### config.mk
export PLATFORM = sky130hd
export DESIGN_NAME = mc_datapath
export DESIGN_NICKNAME = d
export VERILOG_FILES = /design/src/rtl/mc_pkg.sv /design/src/rtl/mc_rst_sync.sv /design/src/rtl/mc_regfile.sv /design/src/rtl/mc_alu.sv /design/src/rtl/mc_datapath.sv
export SDC_FILE = /design/constraint.sdc
export NUM_CORES = 2
export LEC_CHECK = 0
export BUFFER_PORTS_ARGS = -buffer_cell sky130_fd_sc_hd__buf_2
export CAP_MARGIN = 10
export CELL_PAD_IN_SITES_DETAIL_PLACEMENT = 2
export CELL_PAD_IN_SITES_GLOBAL_PLACEMENT = 2
export CORE_UTILIZATION = 25
export DETAILED_ROUTE_END_ITERATION = 16
export GPL_TIMING_DRIVEN = 1
export PLACE_DENSITY_LB_ADDON = 0.25
export RECOVER_POWER = 100
export SYNTH_ARGS = -nofsm -noshare
export SYNTH_HDL_FRONTEND = slang
export SYNTH_SLANG_ARGS = --single-unit
### constraint.sdc
create_clock -name clk -period 91 [get_ports clk]
set_input_delay 13.65 -clock clk [delete_from_list [all_inputs] [get_ports clk]]
set_output_delay 13.65 -clock clk [all_outputs]
set_load 0.01 [all_outputs]
### src/rtl/mc_pkg.sv
package mc_pkg;

  typedef enum logic [2:0] {
    ALU_AND  = 3'd0,
    ALU_OR   = 3'd1,
    ALU_ADD  = 3'd2,
    ALU_XOR  = 3'd3,
    ALU_NOR  = 3'd4,
    ALU_SLTU = 3'd5,
    ALU_SUB  = 3'd6,
    ALU_SLT  = 3'd7
  } alu_op_e;

  typedef enum logic [1:0] {
    SRCB_REG    = 2'd0,
    SRCB_FOUR   = 2'd1,
    SRCB_IMM    = 2'd2,
    SRCB_IMM_SH = 2'd3
  } srcb_e;

  typedef enum logic [1:0] {
    PCSRC_ALU    = 2'd0,
    PCSRC_ALUOUT = 2'd1,
    PCSRC_JUMP   = 2'd2,
    PCSRC_ALU_B  = 2'd3
  } pcsrc_e;

  localparam int OP_HI  = 31;
  localparam int OP_LO  = 26;
  localparam int RS_HI  = 25;
  localparam int RS_LO  = 21;
  localparam int RT_HI  = 20;
  localparam int RT_LO  = 16;
  localparam int RD_HI  = 15;
  localparam int RD_LO  = 11;
  localparam int IMM_W  = 16;
  localparam int JMP_W  = 26;
  localparam int FN_W   = 6;

endpackage

### src/rtl/mc_rst_sync.sv
module mc_rst_sync #(
  parameter int STAGES = 2
) (
  input  logic clk,
  input  logic rst_n,
  output logic rst_q_n
);

  logic [STAGES-1:0] sync_q;
  logic [STAGES-1:0] sync_d;

  generate
    if (STAGES == 1) begin : g_one
      assign sync_d = 1'b1;
    end else begin : g_many
      assign sync_d = {sync_q[STAGES-2:0], 1'b1};
    end
  endgenerate

  always_ff @(posedge clk or negedge rst_n) begin
    if (!rst_n) begin
      sync_q <= '0;
    end else begin
      sync_q <= sync_d;
    end
  end

  assign rst_q_n = sync_q[STAGES-1];

endmodule

### src/rtl/mc_regfile.sv
module mc_regfile #(
  parameter int W = 32,
  parameter int N = 32,
  localparam int AW = $clog2(N)
) (
  input  logic          clk,
  input  logic          rst_n,
  input  logic          we,
  input  logic [AW-1:0] waddr,
  input  logic [W-1:0]  wdata,
  input  logic [AW-1:0] ra0,
  input  logic [AW-1:0] ra1,
  output logic [W-1:0]  rd0,
  output logic [W-1:0]  rd1
);

  logic [W-1:0] regs_q [N];
  logic         wr_hit;

  assign wr_hit = we && (waddr != '0);

  always_ff @(posedge clk or negedge rst_n) begin
    if (!rst_n) begin
      for (int i = 0; i < N; i++) begin
        regs_q[i] <= '0;
      end
    end else if (wr_hit) begin
      regs_q[waddr] <= wdata;
    end
  end

  assign rd0 = (ra0 == '0) ? '0 : regs_q[ra0];
  assign rd1 = (ra1 == '0) ? '0 : regs_q[ra1];

endmodule

### src/rtl/mc_alu.sv
module mc_alu
  import mc_pkg::*;
#(
  parameter int W = 32
) (
  input  logic [W-1:0] opa,
  input  logic [W-1:0] opb,
  input  logic [2:0]   op,
  output logic [W-1:0] res,
  output logic         zero
);

  logic [W-1:0] diff;
  logic         lt_s;
  logic         lt_u;

  assign diff = opa - opb;
  assign lt_s = $signed(opa) < $signed(opb);
  assign lt_u = opa < opb;

  always_comb begin
    case (alu_op_e'(op))
      ALU_AND:  res = opa & opb;
      ALU_OR:   res = opa | opb;
      ALU_ADD:  res = opa + opb;
      ALU_XOR:  res = opa ^ opb;
      ALU_NOR:  res = ~(opa | opb);
      ALU_SLTU: res = {{(W-1){1'b0}}, lt_u};
      ALU_SUB:  res = diff;
      ALU_SLT:  res = {{(W-1){1'b0}}, lt_s};
      default:  res = opa + opb;
    endcase
  end

  assign zero = (res == '0);

endmodule

### src/rtl/mc_datapath.sv
module mc_datapath
  import mc_pkg::*;
#(
  parameter int DATA_W      = 32,
  parameter int REG_N       = 32,
  parameter int SYNC_STAGES = 2,
  localparam int RAW        = $clog2(REG_N)
) (
  input  logic              clk,
  input  logic              rst_n,
  input  logic              ctl_pc_we,
  input  logic              ctl_pc_cond,
  input  logic [1:0]        ctl_pc_src,
  input  logic              ctl_addr_alu,
  input  logic              ctl_mem_rd,
  input  logic              ctl_mem_wr,
  input  logic              ctl_ir_we,
  input  logic              ctl_mdr_we,
  input  logic              ctl_a_we,
  input  logic              ctl_b_we,
  input  logic              ctl_alo_we,
  input  logic              ctl_srca_a,
  input  logic [1:0]        ctl_srcb,
  input  logic [2:0]        ctl_alu_op,
  input  logic              ctl_rf_we,
  input  logic              ctl_dst_rd,
  input  logic              ctl_wb_mdr,
  output logic [5:0]        op_code,
  output logic [5:0]        fn_code,
  output logic [DATA_W-1:0] mem_addr,
  output logic [DATA_W-1:0] mem_wdata,
  input  logic [DATA_W-1:0] mem_rdata,
  output logic              mem_rd,
  output logic              mem_wr
);

  localparam int PC_TOP = 4;

  logic              rst_q_n;

  logic [DATA_W-1:0] pc_q,  pc_d;
  logic [DATA_W-1:0] ir_q,  ir_d;
  logic [DATA_W-1:0] mdr_q, mdr_d;
  logic [DATA_W-1:0] a_q,   a_d;
  logic [DATA_W-1:0] b_q,   b_d;
  logic [DATA_W-1:0] alo_q, alo_d;

  logic [DATA_W-1:0] imm_ext;
  logic [DATA_W-1:0] jump_tgt;
  logic [DATA_W-1:0] src_a;
  logic [DATA_W-1:0] src_b;
  logic [DATA_W-1:0] alu_res;
  logic              alu_zero;
  logic [DATA_W-1:0] pc_next;
  logic              pc_load;

  logic [RAW-1:0]    rf_waddr;
  logic [DATA_W-1:0] rf_wdata;
  logic [DATA_W-1:0] rf_rd0;
  logic [DATA_W-1:0] rf_rd1;

  mc_rst_sync #(.STAGES(SYNC_STAGES)) u_rst (
    .clk     (clk),
    .rst_n   (rst_n),
    .rst_q_n (rst_q_n)
  );

  mc_regfile #(.W(DATA_W), .N(REG_N)) u_rf (
    .clk   (clk),
    .rst_n (rst_q_n),
    .we    (ctl_rf_we),
    .waddr (rf_waddr),
    .wdata (rf_wdata),
    .ra0   (ir_q[RS_HI:RS_LO]),
    .ra1   (ir_q[RT_HI:RT_LO]),
    .rd0   (rf_rd0),
    .rd1   (rf_rd1)
  );

  mc_alu #(.W(DATA_W)) u_alu (
    .opa  (src_a),
    .opb  (src_b),
    .op   (ctl_alu_op),
    .res  (alu_res),
    .zero (alu_zero)
  );

  // Operand and target formation
  assign imm_ext  = {{(DATA_W-IMM_W){ir_q[IMM_W-1]}}, ir_q[IMM_W-1:0]};
  assign jump_tgt = {pc_q[DATA_W-1 -: PC_TOP], ir_q[JMP_W-1:0], 2'b00};
  assign src_a    = ctl_srca_a ? a_q : pc_q;

  always_comb begin
    case (srcb_e'(ctl_srcb))
      SRCB_REG:    src_b = b_q;
      SRCB_FOUR:   src_b = DATA_W'(4);
      SRCB_IMM:    src_b = imm_ext;
      SRCB_IMM_SH: src_b = {imm_ext[DATA_W-3:0], 2'b00};
      default:     src_b = b_q;
    endcase
  end

  always_comb begin
    case (pcsrc_e'(ctl_pc_src))
      PCSRC_ALU:    pc_next = alu_res;
      PCSRC_ALUOUT: pc_next = alo_q;
      PCSRC_JUMP:   pc_next = jump_tgt;
      default:      pc_next = alu_res;
    endcase
  end

  assign pc_load  = ctl_pc_we | (ctl_pc_cond & alu_zero);
  assign rf_waddr = ctl_dst_rd ? ir_q[RD_HI:RD_LO] : ir_q[RT_HI:RT_LO];
  assign rf_wdata = ctl_wb_mdr ? mdr_q : alo_q;

  // Next-state of the holding registers
  always_comb begin
    pc_d  = pc_q;
    ir_d  = ir_q;
    mdr_d = mdr_q;
    a_d   = a_q;
    b_d   = b_q;
    alo_d = alo_q;
    if (pc_load)    pc_d  = pc_next;
    if (ctl_ir_we)  ir_d  = mem_rdata;
    if (ctl_mdr_we) mdr_d = mem_rdata;
    if (ctl_a_we)   a_d   = rf_rd0;
    if (ctl_b_we)   b_d   = rf_rd1;
    if (ctl_alo_we) alo_d = alu_res;
  end

  always_ff @(posedge clk or negedge rst_q_n) begin
    if (!rst_q_n) begin
      pc_q  <= '0;
      ir_q  <= '0;
      mdr_q <= '0;
      a_q   <= '0;
      b_q   <= '0;
      alo_q <= '0;
    end else begin
      pc_q  <= pc_d;
      ir_q  <= ir_d;
      mdr_q <= mdr_d;
      a_q   <= a_d;
      b_q   <= b_d;
      alo_q <= alo_d;
    end
  end

  // Outputs
  assign op_code   = ir_q[OP_HI:OP_LO];
  assign fn_code   = ir_q[FN_W-1:0];
  assign mem_addr  = ctl_addr_alu ? alo_q : pc_q;
  assign mem_wdata = b_q;
  assign mem_rd    = ctl_mem_rd;
  assign mem_wr    = ctl_mem_wr;

endmodule

==> flow_summary.json <==
{
  "outcome": "finished, violations left",
  "violations": "max-capacitance violations, max-slew violations",
  "drc": 0,
  "layout_common_cells": "1272 x a21oi_1, 1208 x dfrtp_1, 1141 x nor2_1, 363 x mux4_2, 342 x mux2i_1",
  "synthArstFlopShare": 1.00,
  "hpwlAfterDp_um": 193000,
  "ir_drop_uv": 15.1,
  "ys_seq_area_frac": 0.449,
  "ys_types": 92,
  "drive_gt1_frac": 0.159,
  "stdcell_area_um2": 76900,
  "synth-main-ff-cell": "dfrtp_1",
  "yosysTopAreaCell": "dfrtp_1",
  "power.density_nw_per_um2": 33.1,
  "routedWlPerCell_um": 30.7,
  "drv_slew": 3580,
  "vias_per_cell": 5.55,
  "p_sw_w": 0.000978,
  "met2_length_um": 146000,
  "clock_sinks": 1218,
  "holdBufCountCts": 0,
  "worst_setup_path_start_kind": "input port",
  "hold_depth": 0,
  "required_ps": 77350,
  "drt_iter0_drc": 3811,
  "reg2reg_slack_ps": 71040,
  "finalSetupViolations": 0,
  "synth_area_um2": 67900,
  "cts_resized": 0,
  "htreeDepth": 4,
  "r2r_cells": 6,
  "drtPass1Iterations": 5,
  "grt_pass1_vias": 61200,
  "tns_ps": 0,
  "dr_wl_met3_um": 15100,
  "yosys_warnings": 0,
  "rows": 190,
  "maxCapViolCount": 93,
  "holdPathEnd": "u_rst.sync_q[1]",
  "highest_layer": "met5",
  "grt_max_degree": 132,
  "syn_avg_cell_area_um2": 10.1,
  "cts_tree": "yes",
  "grt_overflow": 0,
  "combPwrFrac": 0.355,
  "arrival_ps": 15590,
  "reg2reg_to": "u_rf.regs_q[188]",
  "place.gp.congestion": 0.905,
  "swShare": 0.384,
  "port_buffers": 128,
  "rsz0062_at_grt": "false",
  "area_delta_synth_final_pct": 13.2,
  "clock_path_buffers": 4,
  "reg2reg_from": "u_rst.sync_q[1]",
  "core-area_um2": 269000,
  "grt_first_pass_wirelength_um": 452000,
  "die_w_um": 523,
  "ant_nets": 0,
  "max_freq_ghz": 0.0342,
  "initial_core_util": 0.252,
  "synth.area.top_cells": "dfrtp_1 45%, mux4_2 12%, a21oi_1 9.4%, nor2_1 6.4%, mux2i_1 5.5%",
  "routed_wl_um": 312000,
  "fin_nets": 6650,
  "clk_latency_ps": 840,
  "synth-seq-cells": 1218,
  "cts_buffers": 161,
  "floorplan.die.height_um": 523,
  "synth_cells": 6709,
  "dpl_cell_area_um2": 72400,
  "synth-edff-count": 0,
  "hold_violations": 0,
  "p_int_w": 0.00157,
  "p_total_w": 0.00255,
  "cp-end-kind": "output pin",
  "hp-class": "flip-flop to flip-flop",
  "slew_headroom": -4.03,
  "cellLeakagePower_nw": 31.3,
  "synth_top_area_share": 0.449,
  "grtUsageTotal": 0.226,
  "cts.reportedPaths.clkPinSlew_ps": 60,
  "antenna_found_initial": 27,
  "power.share.clock": 0.250,
  "die_area_um2": 274000,
  "seqPwrFrac": 0.395,
  "worst_slew_pin_slew_ps": 7550,
  "cts-root-buf": "clkbuf_16",
  "vias": 56300,
  "io_pins": 133,
  "finalCritPeriodShare": 0.321,
  "worstSetupPathType": "input port to output pin",
  "fin_crit_ps": 29240,
  "wl_met1_um": 142000,
  "hold_path.startpoint": "u_rst.sync_q[0]",
  "final_common_cell": "a21oi_1",
  "syn-num-nets": 6866,
  "finClkSkew_ps": 43.6,
  "worst-path-max-fanout": 32,
  "cts_setup_buffers": 0
}
[final cells by class]
class                           count  area (um^2)
Sequential cell                  1218        30500
Clock buffer                      242         4790
Inverter                          176          661
Fill cell                       29300       192000
Tap cell                         3552         4440
Multi-Input combinational cell   4641        34500
Clock inverter                     32          334
Timing Repair Buffer              295         1630
Antenna cell                        4         10.0
[cells in the mapped netlist (20+ instances only)]
cell and count:
a21oi_1 1272, mux2_2 222, a22oi_1 22, ha_1 100
nor2_1 1153, clkbuf_1 545, buf_2 21, nand4_1 20
nand3_1 28, nor3_1 76, mux4_2 363, dfrtp_1 1218
a31oi_1 26, o22ai_1 157, mux2i_1 374, o31ai_1 21
a21o_1 35, o21ai_0 171, o221ai_1 94, inv_1 174
mux2_4 20, nand2_1 137, buf_1 91, nor2b_1 20
a221oi_1 48
[worst max path at each step]
stage                     from     endpoint  slack [ps]  cells past startpoint
2_1_floorplan  u_rst.sync_q[1]       a_q[0]       54530                      0
3_3_place_gp      ctl_addr_alu  mem_addr[3]       62600                      3
3_5_place_dp      ctl_addr_alu  mem_addr[6]       62510                      3
4_1_cts           ctl_addr_alu  mem_addr[6]       62500                      3
5_1_grt           ctl_addr_alu  mem_addr[9]       61640                      3
6_report          ctl_addr_alu  mem_addr[6]       61760                      3
[cell families after synthesis]
kind of cell	after synthesis	synth area share
AOI/OAI and AO/OA	2005	0.171
and+or+nand+nor	1531	0.0926
DFF	1218	0.449
muxes	986	0.218
buffers and inverters	850	0.0485
adders and majority gates	102	0.0190
xor gates and xnor gates	16	0.00206
other	1	0.0000552
[layer usage]
metal,global-route usage,vias to the layer above
met4,0.0590,8
met3,0.0298,457
met2,0.373,1367
li1,-,23900
met5,0,-
met1,0.311,30600
[worst max-delay path, stage by stage]
cell	delay (ps)
clkbuf_1	1320
mux2_2	460
clkbuf_1	130
[per-stage QoR]
step / setup WS, ps / util / hold slack (ps) / std cells
after global placement: 62600 / 0.269 / 334 / 9878
after global routing: 61640 / 0.286 / 378 / 10200
after detailed placement: 62510 / 0.269 / 339 / 9879
after CTS: 62500 / 0.288 / 354 / 10200
final: 61760 / 0.286 / 350 / 10200
after floorplan: 54530 / - / 331 / 6709
[registers in the layout, summed over array words and instances (netlist names)]
name	flops
mem_wdata	32
pc_q	32
ir_q	32
u_rst.sync_q	2
a_q	32
u_rf.regs_q	1024
alo_q	32
mdr_q	32
[power groups by stage]
stage | Combinational, W | Clock (W) | Sequential, W
2_1_floorplan | 0.000656 | 0 | 0.000922
3_3_place_gp | 0.000869 | 0 | 0.000986
3_5_place_dp | 0.000904 | 0 | 0.00101
4_1_cts | 0.000910 | 0.000654 | 0.00100
5_1_grt | 0.000988 | 0.000672 | 0.00104
6_report | 0.000905 | 0.000637 | 0.00101
(Power assumes the default switching activity.)
